[src/rtl/lvd_pkg.sv]
package lvd_pkg;
    typedef enum logic [1:0] {
        ST_LOCKED = 2'd0,
        ST_OPEN   = 2'd1,
        ST_SETTLE = 2'd2
    } lock_state_e;

    localparam logic [1:0] MODE_INT_RST = 2'b10;
    localparam int         UNLOCK_BIT   = 7;
endpackage

[src/rtl/lvd_sync.sv]
module lvd_sync #(
    parameter int STAGES = 2
) (
    input  logic clk,
    input  logic clr,
    input  logic d_async,
    output logic q_sync
);
    logic [STAGES-1:0] chain_q;

    always_ff @(posedge clk) begin
        if (clr) chain_q <= '0;
        else     chain_q <= {chain_q[STAGES-2:0], d_async};
    end

    assign q_sync = chain_q[STAGES-1];
endmodule

[src/rtl/lvd_settle_cnt.sv]
module lvd_settle_cnt #(
    parameter int SETTLE_CYC = 6,
    localparam int CW = $clog2(SETTLE_CYC + 1)
) (
    input  logic clk,
    input  logic clr,
    input  logic hold,
    input  logic trig,
    output logic cnt_zero,
    output logic cnt_last
);
    localparam logic [CW-1:0] LOAD_VAL = CW'(SETTLE_CYC);

    logic [CW-1:0] cnt_q;

    always_ff @(posedge clk) begin
        if (clr)                cnt_q <= '0;
        else if (hold)          cnt_q <= cnt_q;
        else if (trig)          cnt_q <= LOAD_VAL;
        else if (cnt_q != '0)   cnt_q <= cnt_q - 1'b1;
    end

    assign cnt_zero = (cnt_q == '0);
    assign cnt_last = (cnt_q == CW'(1));

    initial begin
        assert (SETTLE_CYC >= 1) else $error("SETTLE_CYC must be at least 1");
    end

    AST_CNT_LOAD: assert property (@(posedge clk) disable iff (clr || hold)
        trig |=> (cnt_q == LOAD_VAL));
    AST_CNT_STEP: assert property (@(posedge clk) disable iff (clr || hold)
        (!trig && !cnt_zero) |=> (cnt_q == $past(cnt_q) - 1'b1));
endmodule

[src/rtl/lvd_lock_fsm.sv]
module lvd_lock_fsm
    import lvd_pkg::*;
(
    input  logic clk,
    input  logic clr,
    input  logic hold,
    input  logic mode_ir,
    input  logic set_req,
    input  logic clr_req,
    input  logic trig,
    input  logic cnt_zero,
    input  logic cnt_last,
    output logic is_open,
    output logic in_settle
);
    lock_state_e state_q, state_d;

    // State register
    always_ff @(posedge clk) begin
        if (clr)       state_q <= ST_LOCKED;
        else if (hold) state_q <= state_q;
        else           state_q <= state_d;
    end

    // Next-state logic
    always_comb begin
        state_d = state_q;
        unique case (state_q)
            ST_LOCKED: begin
                if (set_req)   state_d = ST_OPEN;
                else if (trig) state_d = ST_SETTLE;
            end
            ST_OPEN: begin
                if (clr_req) begin
                    if (trig || (!cnt_zero && !cnt_last)) state_d = ST_SETTLE;
                    else                                  state_d = ST_LOCKED;
                end
            end
            ST_SETTLE: begin
                if (set_req)                    state_d = ST_OPEN;
                else if (trig)                  state_d = ST_SETTLE;
                else if (cnt_last || cnt_zero)  state_d = ST_LOCKED;
            end
            default: state_d = ST_LOCKED;
        endcase
    end

    // Outputs
    always_comb begin
        is_open   = (state_q == ST_OPEN);
        in_settle = (state_q == ST_SETTLE);
    end

    AST_SETTLE_COUNTS: assert property (@(posedge clk) disable iff (clr || hold)
        (state_q == ST_SETTLE) |-> !cnt_zero);
    AST_NO_SET_OFFMODE: assert property (@(posedge clk) disable iff (clr || hold)
        (!mode_ir && state_q != ST_OPEN) |=> (state_q != ST_OPEN));
    AST_HOLD_FROZEN: assert property (@(posedge clk) disable iff (clr)
        hold |=> (state_q == $past(state_q)));
endmodule

[src/rtl/lvd_ctrl_reg.sv]
module lvd_ctrl_reg
    import lvd_pkg::*;
#(
    parameter int LVL_W      = 3,
    parameter int SETTLE_CYC = 6,
    parameter int SYNC_STG   = 2
) (
    input  logic             clk,
    input  logic             rst_n,
    input  logic             rst_by_det,
    input  logic             wr_en,
    input  logic             wr_bit,
    input  logic [2:0]       wr_sel,
    input  logic [7:0]       wr_data,
    output logic [7:0]       rd_data,
    input  logic [1:0]       mode,
    input  logic [LVL_W-1:0] lvl_sel,
    input  logic             lvl_wr_req,
    output logic             lvl_wr_stb,
    input  logic             det_irq,
    input  logic             det_on,
    input  logic             cmp_low,
    output logic             det_out
);
    logic             rst_clr, rst_hold;
    logic             mode_ir;
    logic             hits_unlock, wr_val;
    logic             set_req, clr_req;
    logic [LVL_W-1:0] lvl_prev_q;
    logic             lvl_changed, trig;
    logic             cnt_zero, cnt_last;
    logic             is_open, in_settle;
    logic             cmp_sync, mask_flag, uv_flag;

    assign rst_clr  = !rst_n && !rst_by_det;
    assign rst_hold = !rst_n &&  rst_by_det;
    assign mode_ir  = (mode == MODE_INT_RST);

    // Write decode: only the unlock bit is writable
    always_comb begin
        hits_unlock = wr_en && rst_n && (!wr_bit || (wr_sel == 3'(UNLOCK_BIT)));
        wr_val      = wr_bit ? wr_data[0] : wr_data[UNLOCK_BIT];
        set_req     = hits_unlock &&  wr_val && mode_ir;
        clr_req     = hits_unlock && !wr_val;
    end

    // Level-select change detection
    always_ff @(posedge clk) begin
        if (rst_clr)       lvl_prev_q <= lvl_sel;
        else if (rst_hold) lvl_prev_q <= lvl_prev_q;
        else               lvl_prev_q <= lvl_sel;
    end

    assign lvl_changed = (lvl_sel != lvl_prev_q);
    assign trig        = rst_n && mode_ir && (det_irq || lvl_changed);

    lvd_sync #(.STAGES(SYNC_STG)) u_sync (
        .clk     (clk),
        .clr     (rst_clr),
        .d_async (cmp_low),
        .q_sync  (cmp_sync)
    );

    lvd_settle_cnt #(.SETTLE_CYC(SETTLE_CYC)) u_cnt (
        .clk      (clk),
        .clr      (rst_clr),
        .hold     (rst_hold),
        .trig     (trig),
        .cnt_zero (cnt_zero),
        .cnt_last (cnt_last)
    );

    lvd_lock_fsm u_fsm (
        .clk       (clk),
        .clr       (rst_clr),
        .hold      (rst_hold),
        .mode_ir   (mode_ir),
        .set_req   (set_req),
        .clr_req   (clr_req),
        .trig      (trig),
        .cnt_zero  (cnt_zero),
        .cnt_last  (cnt_last),
        .is_open   (is_open),
        .in_settle (in_settle)
    );

    always_comb begin
        mask_flag  = mode_ir && (is_open || in_settle);
        uv_flag    = det_on && cmp_sync;
        det_out    = uv_flag && !mask_flag;
        lvl_wr_stb = lvl_wr_req && is_open;
        rd_data    = {is_open, 5'b00000, mask_flag, uv_flag};
    end

    AST_STB_NEEDS_UNLOCK: assert property (@(posedge clk) disable iff (!rst_n)
        lvl_wr_stb |-> rd_data[7]);
    AST_MASK_BLOCKS_OUT: assert property (@(posedge clk) disable iff (!rst_n)
        rd_data[1] |-> !det_out);
    AST_UNLOCK_MASKS: assert property (@(posedge clk) disable iff (!rst_n)
        (rd_data[7] && mode_ir) |-> rd_data[1]);
    AST_CLEAR_RESET: assert property (@(posedge clk)
        rst_clr |=> (rd_data[7] == 1'b0));
endmodule

[config.mk]
export PLATFORM = sky130hd
export DESIGN_NAME = lvd_ctrl_reg
export DESIGN_NICKNAME = d
export VERILOG_FILES = /design/src/rtl/lvd_pkg.sv /design/src/rtl/lvd_sync.sv /design/src/rtl/lvd_settle_cnt.sv /design/src/rtl/lvd_lock_fsm.sv /design/src/rtl/lvd_ctrl_reg.sv
export SDC_FILE = /design/constraint.sdc
export NUM_CORES = 1
export LEC_CHECK = 0
export BUFFER_PORTS_ARGS = -buffer_cell sky130_fd_sc_hd__buf_2
export CORE_MARGIN = 2
export CORE_UTILIZATION = 40
export CTS_BUF_LIST = sky130_fd_sc_hd__clkbuf_4 sky130_fd_sc_hd__clkbuf_8 sky130_fd_sc_hd__clkbuf_16
export CTS_CLUSTER_DIAMETER = 150
export DETAILED_ROUTE_END_ITERATION = 8
export PLACE_DENSITY_LB_ADDON = 0.25
export SLEW_MARGIN = 20
export SYNTH_ARGS = -nofsm -noshare
export SYNTH_HDL_FRONTEND = slang
export SYNTH_SLANG_ARGS = --single-unit
[constraint.sdc]
create_clock -name clk -period 1.8 [get_ports clk]
set_clock_uncertainty 0.05 [all_clocks]
set_input_delay 0.09 -clock clk [delete_from_list [all_inputs] [get_ports clk]]
set_output_delay 0.09 -clock clk [all_outputs]
set_load 0.05 [all_outputs]
==> flow_metrics.py, run 1 <==
metrics = {
    "run_status": {
        "status": "complete, no violations",
    },
    "floorplan": {
        "ios": 35,
        "die_w_um": 46.85,
        "row_count": 15,
        "coreArea_um2": 1727,
        "die_y_um": 46.85,
        "start_util_pct": 42.54,
        "dieArea_um2": 2195,
    },
    "timing": {
        "timing.slew.headroom_pct": 65.96,
        "max_freq_mhz": 558.7,
        "setup_viol": 0,
        "finalCritPeriodShare_pct": 99.44,
        "tns_ns": 0,
        "rsz0062_at_grt": "yes",
        "worst_pin_slew_ns": 0.5097,
        "post-route-min-period_ns": 1.790,
        "drv_slew": 0,
        "setup_slack_ns": 0.01002,
        "finalHoldViolCount": 0,
    },
    "grt": {
        "grt_pass1_wl_mm": 2.145,
        "grt_max_degree": 12,
        "antenna_found_initial": 0,
        "track_usage_pct": 14.34,
        "grt_pass1_vias": 544,
        "overflow": 0,
    },
    "yosys": {
        "yosysUniqueCellTypes": 30,
        "synthTopCellsByArea": "dfxtp_1 (19%), edfxtp_1 (12%), ha_1 (12%), buf_4 (8.2%), nor2b_1 (5.1%)",
        "synth_top_cell_area_share_pct": 19.08,
        "seq_area_frac_synth_pct": 31.35,
        "syn_area_per_cell_um2": 9.067,
        "synthCells": 81,
        "syn-cell-area_um2": 734.5,
        "synth_largest_area_cell": "dfxtp_1",
        "yosysWarnings": 0,
        "ys_ff_latch": 10,
    },
    "clock_tree": {
        "htree_levels": 1,
        "numCtsBuffers": 3,
        "cts_setup_buffers": 0,
        "clkSinkCount": 10,
        "cts_root_buf": "clkbuf_4",
        "tritoncts": "built",
        "cts.clk_slew.worst_paths_ns": 0.07,
        "clk_latency_ns": 0.27,
        "cts_buffer_depth": 2,
    },
    "route": {
        "drt_pre_antenna_iters": 2,
        "wl_mm": 1.341,
        "post_drt_via_cell_ratio": 4.679,
        "wire_per_inst_um": 10.01,
        "drtIter0Drc": 5,
        "vias": 627,
        "drc": 0,
        "drt.antenna.violating_nets": 0,
    },
    "placed_design": {
        "place_inst": 126,
        "post_dp_cell_area_um2": 845.8,
        "io_buffers": 23,
        "dp_hpwl_mm": 1.097,
        "gp_congestion": 0.7721,
        "dpl_worst_slack_ns": -0.01238,
    },
    "pwr": {
        "sw_frac_of_total_pct": 39.42,
        "power.density_nw_per_um2": 1048,
        "p_seq_share_pct": 33.1,
        "vdd_drop_max_uv": 677.4,
        "switching_power_mw": 0.3901,
        "pwr-share-comb_pct": 48.4,
        "leakagePower_nw": 0.4383,
        "power.internal_mw": 0.5995,
        "clock_power_share_pct": 18.6,
    },
    "worst_setup_path": {
        "crit_buf_inv": 0,
        "worstPathArrival_ns": 1.92,
        "critPathTopFamily": "simple AND/OR/NAND/NOR gates",
        "path_max_fanout": 2,
        "crit_path_end_kind": "flip-flop",
        "slowest_delay_ns": 0.54,
        "path_class": "reg -> reg",
        "crit_required_ns": 1.93,
        "start_kind": "flip-flop",
        "path_cells": "xor2_1 -> or4_4 -> a211oi_4 -> nor2_2 -> o32ai_2",
        "slowest_stage": "or4_4",
    },
    "final_layout": {
        "stdcell_area_um2": 944.7,
        "stdcell_count": 134,
        "nNetsFinal": 142,
        "diodes": 0,
        "syn2layout_area_growth_pct": 28.62,
        "layout-drive-gt1-share_pct": 34.86,
    },
    "hold_path": {
        "hp-class": "in -> reg",
    },
    "job": {
        "cap_violations": 0,
    },
}
-- path summary, 6_finish.rpt --
| path | slack [ns] | to | from | cells after the start |
|---|---|---|---|---|
| worst min-delay path | 0.07 | u_fsm.state_q[0] | rst_by_det | 3 |
| worst min register to register | 0.39 | u_sync.chain_q[1] | u_sync.chain_q[0] | 1 |
| worst max-delay path | 0.01 | u_fsm.state_q[1] | lvl_prev_q[1] | 5 |
| worst max register to register | 0.01 | u_fsm.state_q[1] | lvl_prev_q[1] | 5 |
-- per-layer routing --
metal	vias to the layer above	global-route usage (%)	part of all wire, %
met1	284	17.45	45
met2	10	23.01	49
met4	0	8.333	2.3
met3	5	3.462	3.0
li1	328	-	-
met5	-	0	0
-- what timing repair did --
action / in CTS / in global routing
pin swaps: 0 / 1
setup endpoints to repair: 2 / 2
hold buffers: 4 / 0
cloned: 0 / 0
resized for setup: 1 / 5
hold endpoints to repair: 4 / 0
-- cell families (layout without fill, tap and decap cells) --
logic type / Yosys count / after routing / synth area share [%]
AOI/OAI and AO/OA: 20 / 20 / 20.62
DFF: 10 / 10 / 31.35
and+or+nand+nor: 22 / 22 / 16.87
xor gates and xnor gates: 3 / 3 / 3.578
other: 1 / 5 / 0.5106
buffers and inverters: 16 / 40 / 12.44
muxes: 2 / 2 / 2.726
adders and majority gates: 7 / 7 / 11.92
-- placed cells by master (no fill, tap or decap), types with 2 or more instances in the layout --
cell,count
nor2_1,4
dlygate4sd3_1,4
ha_1,7
o21ai_1,2
and2_1,2
dfxtp_1,7
o21ai_0,2
nor2b_1,6
edfxtp_1,3
buf_4,2
clkbuf_4,4
a31oi_1,3
buf_2,23
xor2_1,3
inv_1,7
mux2i_1,2
conb_1,5
a21oi_1,4
nand2_1,3
-- worst reg2reg max path: cells and delay by family (launching register included) --
kind	cells	cell delay [ns]
AO/OA/AOI/OAI	2	0.44
AND/OR/NAND/NOR	2	0.62
XOR/XNOR	1	0.19
flip-flops	1	0.39
-- registers in the layout (all words and copies together) (netlist names) --
signal          cells
lvl_prev_q          3
u_cnt.cnt_q         3
u_sync.chain_q      2
u_fsm.state_q       2
-- synth_stat cells --
cell type and count:
a31oi_1 3, o41ai_2 1, nor2b_1 6, conb_1 1, o21ai_0 2, nor2_1 5
nand2_1 3, buf_2 1, and2_1 2, inv_1 7, a2111oi_2 1, and3b_2 1
xor2_1 3, or4_1 2, nand2b_1 1, o211ai_1 1, edfxtp_1 3, o21bai_1 1
dfxtp_1 7, a211oi_1 1, o32ai_2 1, a21oi_1 5, or2b_1 1, o21ai_1 2
ha_1 7, buf_4 8, nand3_1 1, a2bb2oi_1 1, mux2i_1 2, o311ai_1 1
-- per-stage QoR --
stage | util (%) | hold slack (ns) | power [mW]
finish | 54.71 | 0.07368 | 0.9896
detailed placement | 48.99 | 0.2456 | 0.7655
floorplan | - | 0.1389 | 0.6877
global route | 54.71 | 0.1152 | 1.077
global placement | 48.99 | 0.2428 | 0.7524
CTS | 53.33 | 0.07880 | 0.9624
-- power groups by stage --
stage / registers [mW] / logic, mW / clock network, mW
finish: 0.327 / 0.479 / 0.184
CTS: 0.328 / 0.447 / 0.187
floorplan: 0.324 / 0.364 / 0
detailed placement: 0.332 / 0.433 / 0
global route: 0.337 / 0.541 / 0.199
global placement: 0.329 / 0.423 / 0
-- layout make-up --
type                       instances  area, µm²
sequential                        10      230.2
tap                               25      31.28
clock buffer                       4      30.03
timing repair buffer              29      170.2
multi-input combinational         59      456.7
fill                             162      782.0
inverter                           7      26.28
Power figures use the tool's default switching activity.
==> run 2: changes to the inputs <==
--- a/config.mk
+++ b/config.mk
@@ -7,11 +7,12 @@
 export LEC_CHECK = 0
 export BUFFER_PORTS_ARGS = -buffer_cell sky130_fd_sc_hd__buf_2
 export CORE_MARGIN = 2
-export CORE_UTILIZATION = 40
+export CORE_UTILIZATION = 45
 export CTS_BUF_LIST = sky130_fd_sc_hd__clkbuf_4 sky130_fd_sc_hd__clkbuf_8 sky130_fd_sc_hd__clkbuf_16
 export CTS_CLUSTER_DIAMETER = 150
 export DETAILED_ROUTE_END_ITERATION = 8
 export PLACE_DENSITY_LB_ADDON = 0.25
+export REMOVE_ABC_BUFFERS = 1
 export SLEW_MARGIN = 20
 export SYNTH_ARGS = -nofsm -noshare
 export SYNTH_HDL_FRONTEND = slang
==> constraint.sdc (replaced) <==
create_clock -name clk -period 1.7 [get_ports clk]
set_clock_uncertainty 0.05 [all_clocks]
set_input_delay 0.085 -clock clk [delete_from_list [all_inputs] [get_ports clk]]
set_output_delay 0.085 -clock clk [all_outputs]
set_load 0.05 [all_outputs]
==> run 2 against run 1 <==
Against the previous run:
- the run now ends with negative setup slack left
- design area increased by 4.6%
- global-route usage increased by 4.6 points
- register-to-register slack got worse by 0.099 ns
- total power increased by 16%
- sequential power increased by 9.2%
- highest routed layer unchanged
- first-iteration DRC count decreased by 40%
- clock power increased by 14%
- sequential share of layout area decreased by 0.95 points
- flip-flop and latch count unchanged
- largest power group unchanged
- die area decreased by 10%
==> flow_metrics.py, run 2 (synthesis gave the netlist of run 1 again) <==
metrics = {
    "grt": {
        "grt_pass1_wl_mm": 2.670,
        "grt_pass1_vias": 651,
        "antenna_found_initial": 0,
        "grt_max_degree": 11,
        "overflow": 0,
        "track_usage_pct": 18.98,
    },
    "route": {
        "drt.antenna.violating_nets": 0,
        "post_drt_via_cell_ratio": 5.178,
        "wl_mm": 1.649,
        "drc": 0,
        "drtIter0Drc": 3,
        "wire_per_inst_um": 12.78,
        "drt_pre_antenna_iters": 4,
        "vias": 668,
    },
    "timing": {
        "setup_slack_ns": -0.08849,
        "tns_ns": -0.1095,
        "post-route-min-period_ns": 1.788,
        "drv_slew": 0,
        "setup_viol": 2,
        "max_freq_mhz": 559.1,
        "rsz0062_at_grt": "yes",
        "finalHoldViolCount": 0,
        "finalCritPeriodShare_pct": 105.2,
    },
    "final_layout": {
        "syn2layout_area_growth_pct": 34.58,
        "post-route-util_pct": 64.86,
        "stdcell_count": 129,
        "reg_top3": "lvl_prev_q: 3 flops, u_cnt.cnt_q: 3 flops",
        "layout_commonest_cell": "buf_2",
        "layout_common_cells": "buf_2 (22), nor2b_1 (6), ha_1 (6), buf_4 (6), dfxtp_1 (6)",
        "layout-drive-gt1-share_pct": 40.71,
        "nNetsFinal": 146,
        "diodes": 0,
    },
    "worst_setup_path": {
        "path_cells": "xor2_1 -> or4_4 -> a211oi_2 -> or4_1 -> o32ai_2",
        "slowest_stage": "or4_1",
        "path_class": "reg -> reg",
        "critPathTopFamily": "simple AND/OR/NAND/NOR gates",
        "start_kind": "flip-flop",
        "path_max_fanout": 2,
        "slowest_delay_ns": 0.56,
        "worstPathArrival_ns": 1.91,
        "crit_path_end_kind": "flip-flop",
        "crit_buf_inv": 0,
        "crit_required_ns": 1.83,
    },
    "clock_tree": {
        "clkSinkCount": 10,
        "clk_latency_ns": 0.26,
        "tritoncts": "built",
        "cts_root_buf": "clkbuf_4",
        "htree_levels": 1,
        "numCtsBuffers": 3,
        "cts.clk_slew.worst_paths_ns": 0.06,
        "cts_buffer_depth": 2,
    },
    "placed_design": {
        "place_inst": 121,
        "io_buffers": 23,
        "dp_hpwl_mm": 1.227,
        "gp_congestion": 0.7077,
    },
    "pwr": {
        "vdd_drop_max_uv": 843.8,
        "power.density_nw_per_um2": 1161,
        "leakagePower_nw": 0.4586,
        "finalPower_mw": 1.148,
    },
    "floorplan": {
        "row_count": 14,
        "start_util_pct": 48.19,
        "ios": 35,
        "dieArea_um2": 1971,
        "die_y_um": 44.40,
        "coreArea_um2": 1524,
        "die_w_um": 44.40,
    },
    "hold_path": {
        "hp-class": "in -> reg",
    },
    "run_status": {
        "status": "finished, violations left",
        "violations": "negative setup slack",
    },
    "job": {
        "cap_violations": 0,
    },
}
==> run 2: changes by cell type in the layout (fill, tap and decap cells not counted), sizes merged <==
cell,before,now
clkbuf,4,5
buf,25,28
==> run 2: layer usage <==
metal / vias up / track usage (%) / wire [µm]
met5: - / 0 / 0
met4: 0 / 10.91 / 24
met3: 2 / 2.041 / 88
met2: 24 / 33.53 / 816
met1: 302 / 22.03 / 719
li1: 340 / - / -
==> run 2: final cells by class <==
type | count | area (µm²)
fillers | 134 | 535.5
multi-input cells | 59 | 471.7
flip-flops and latches | 10 | 231.5
repair buffers | 33 | 202.7
clock buffers | 4 | 36.28
inverters | 7 | 26.28
well taps | 16 | 20.02
==> run 2: path summary, 6_finish.rpt <==
path                       endpoint  cells after the start               from  slack (ns)
hold / removal     u_fsm.state_q[0]                      3         rst_by_det        0.09
setup reg to reg   u_fsm.state_q[1]                      5      lvl_prev_q[1]       -0.09
setup / recovery   u_fsm.state_q[1]                      5      lvl_prev_q[1]       -0.09
hold reg to reg   u_sync.chain_q[1]                      1  u_sync.chain_q[0]        0.40
==> run 2: metrics by stage <==
| stage | instance area [µm²] | hold slack (ns) | setup slack, ns |
|---|---|---|---|
| floorplan | 684.4 | 0.1339 | -0.2660 |
| global placement | 864.6 | 0.2419 | -0.08562 |
| detailed placement | 864.6 | 0.2454 | -0.1368 |
| CTS | 968.4 | 0.09270 | -0.04229 |
| global route | 988.4 | 0.1208 | -0.1515 |
| finish | 988.4 | 0.09379 | -0.08849 |
==> run 2: repair_timing <==
| action | 4_1_cts | 5_1_grt |
|---|---|---|
| gates resized for setup | 8 | 3 |
| buffers inserted | 0 | 0 |
| endpoints found under the hold margin | 4 | 0 |
| pin swaps | 6 | 0 |
| hold buffers | 4 | 0 |
| endpoints found under the setup margin | 2 | 4 |
==> run 2: worst register-to-register path, delay by kind of cell (launching register included) <==
family / cells / cell delay, ns
flip-flops: 1 / 0.38
AND/OR/NAND/NOR: 2 / 0.77
XOR/XNOR: 1 / 0.32
AO/OA/AOI/OAI: 2 / 0.19
==> run 2: power by group <==
group	switching [mW]	internal (mW)
sequential	0.0465	0.310
clock	0.0792	0.130
combinational	0.319	0.262
total	0.445	0.702
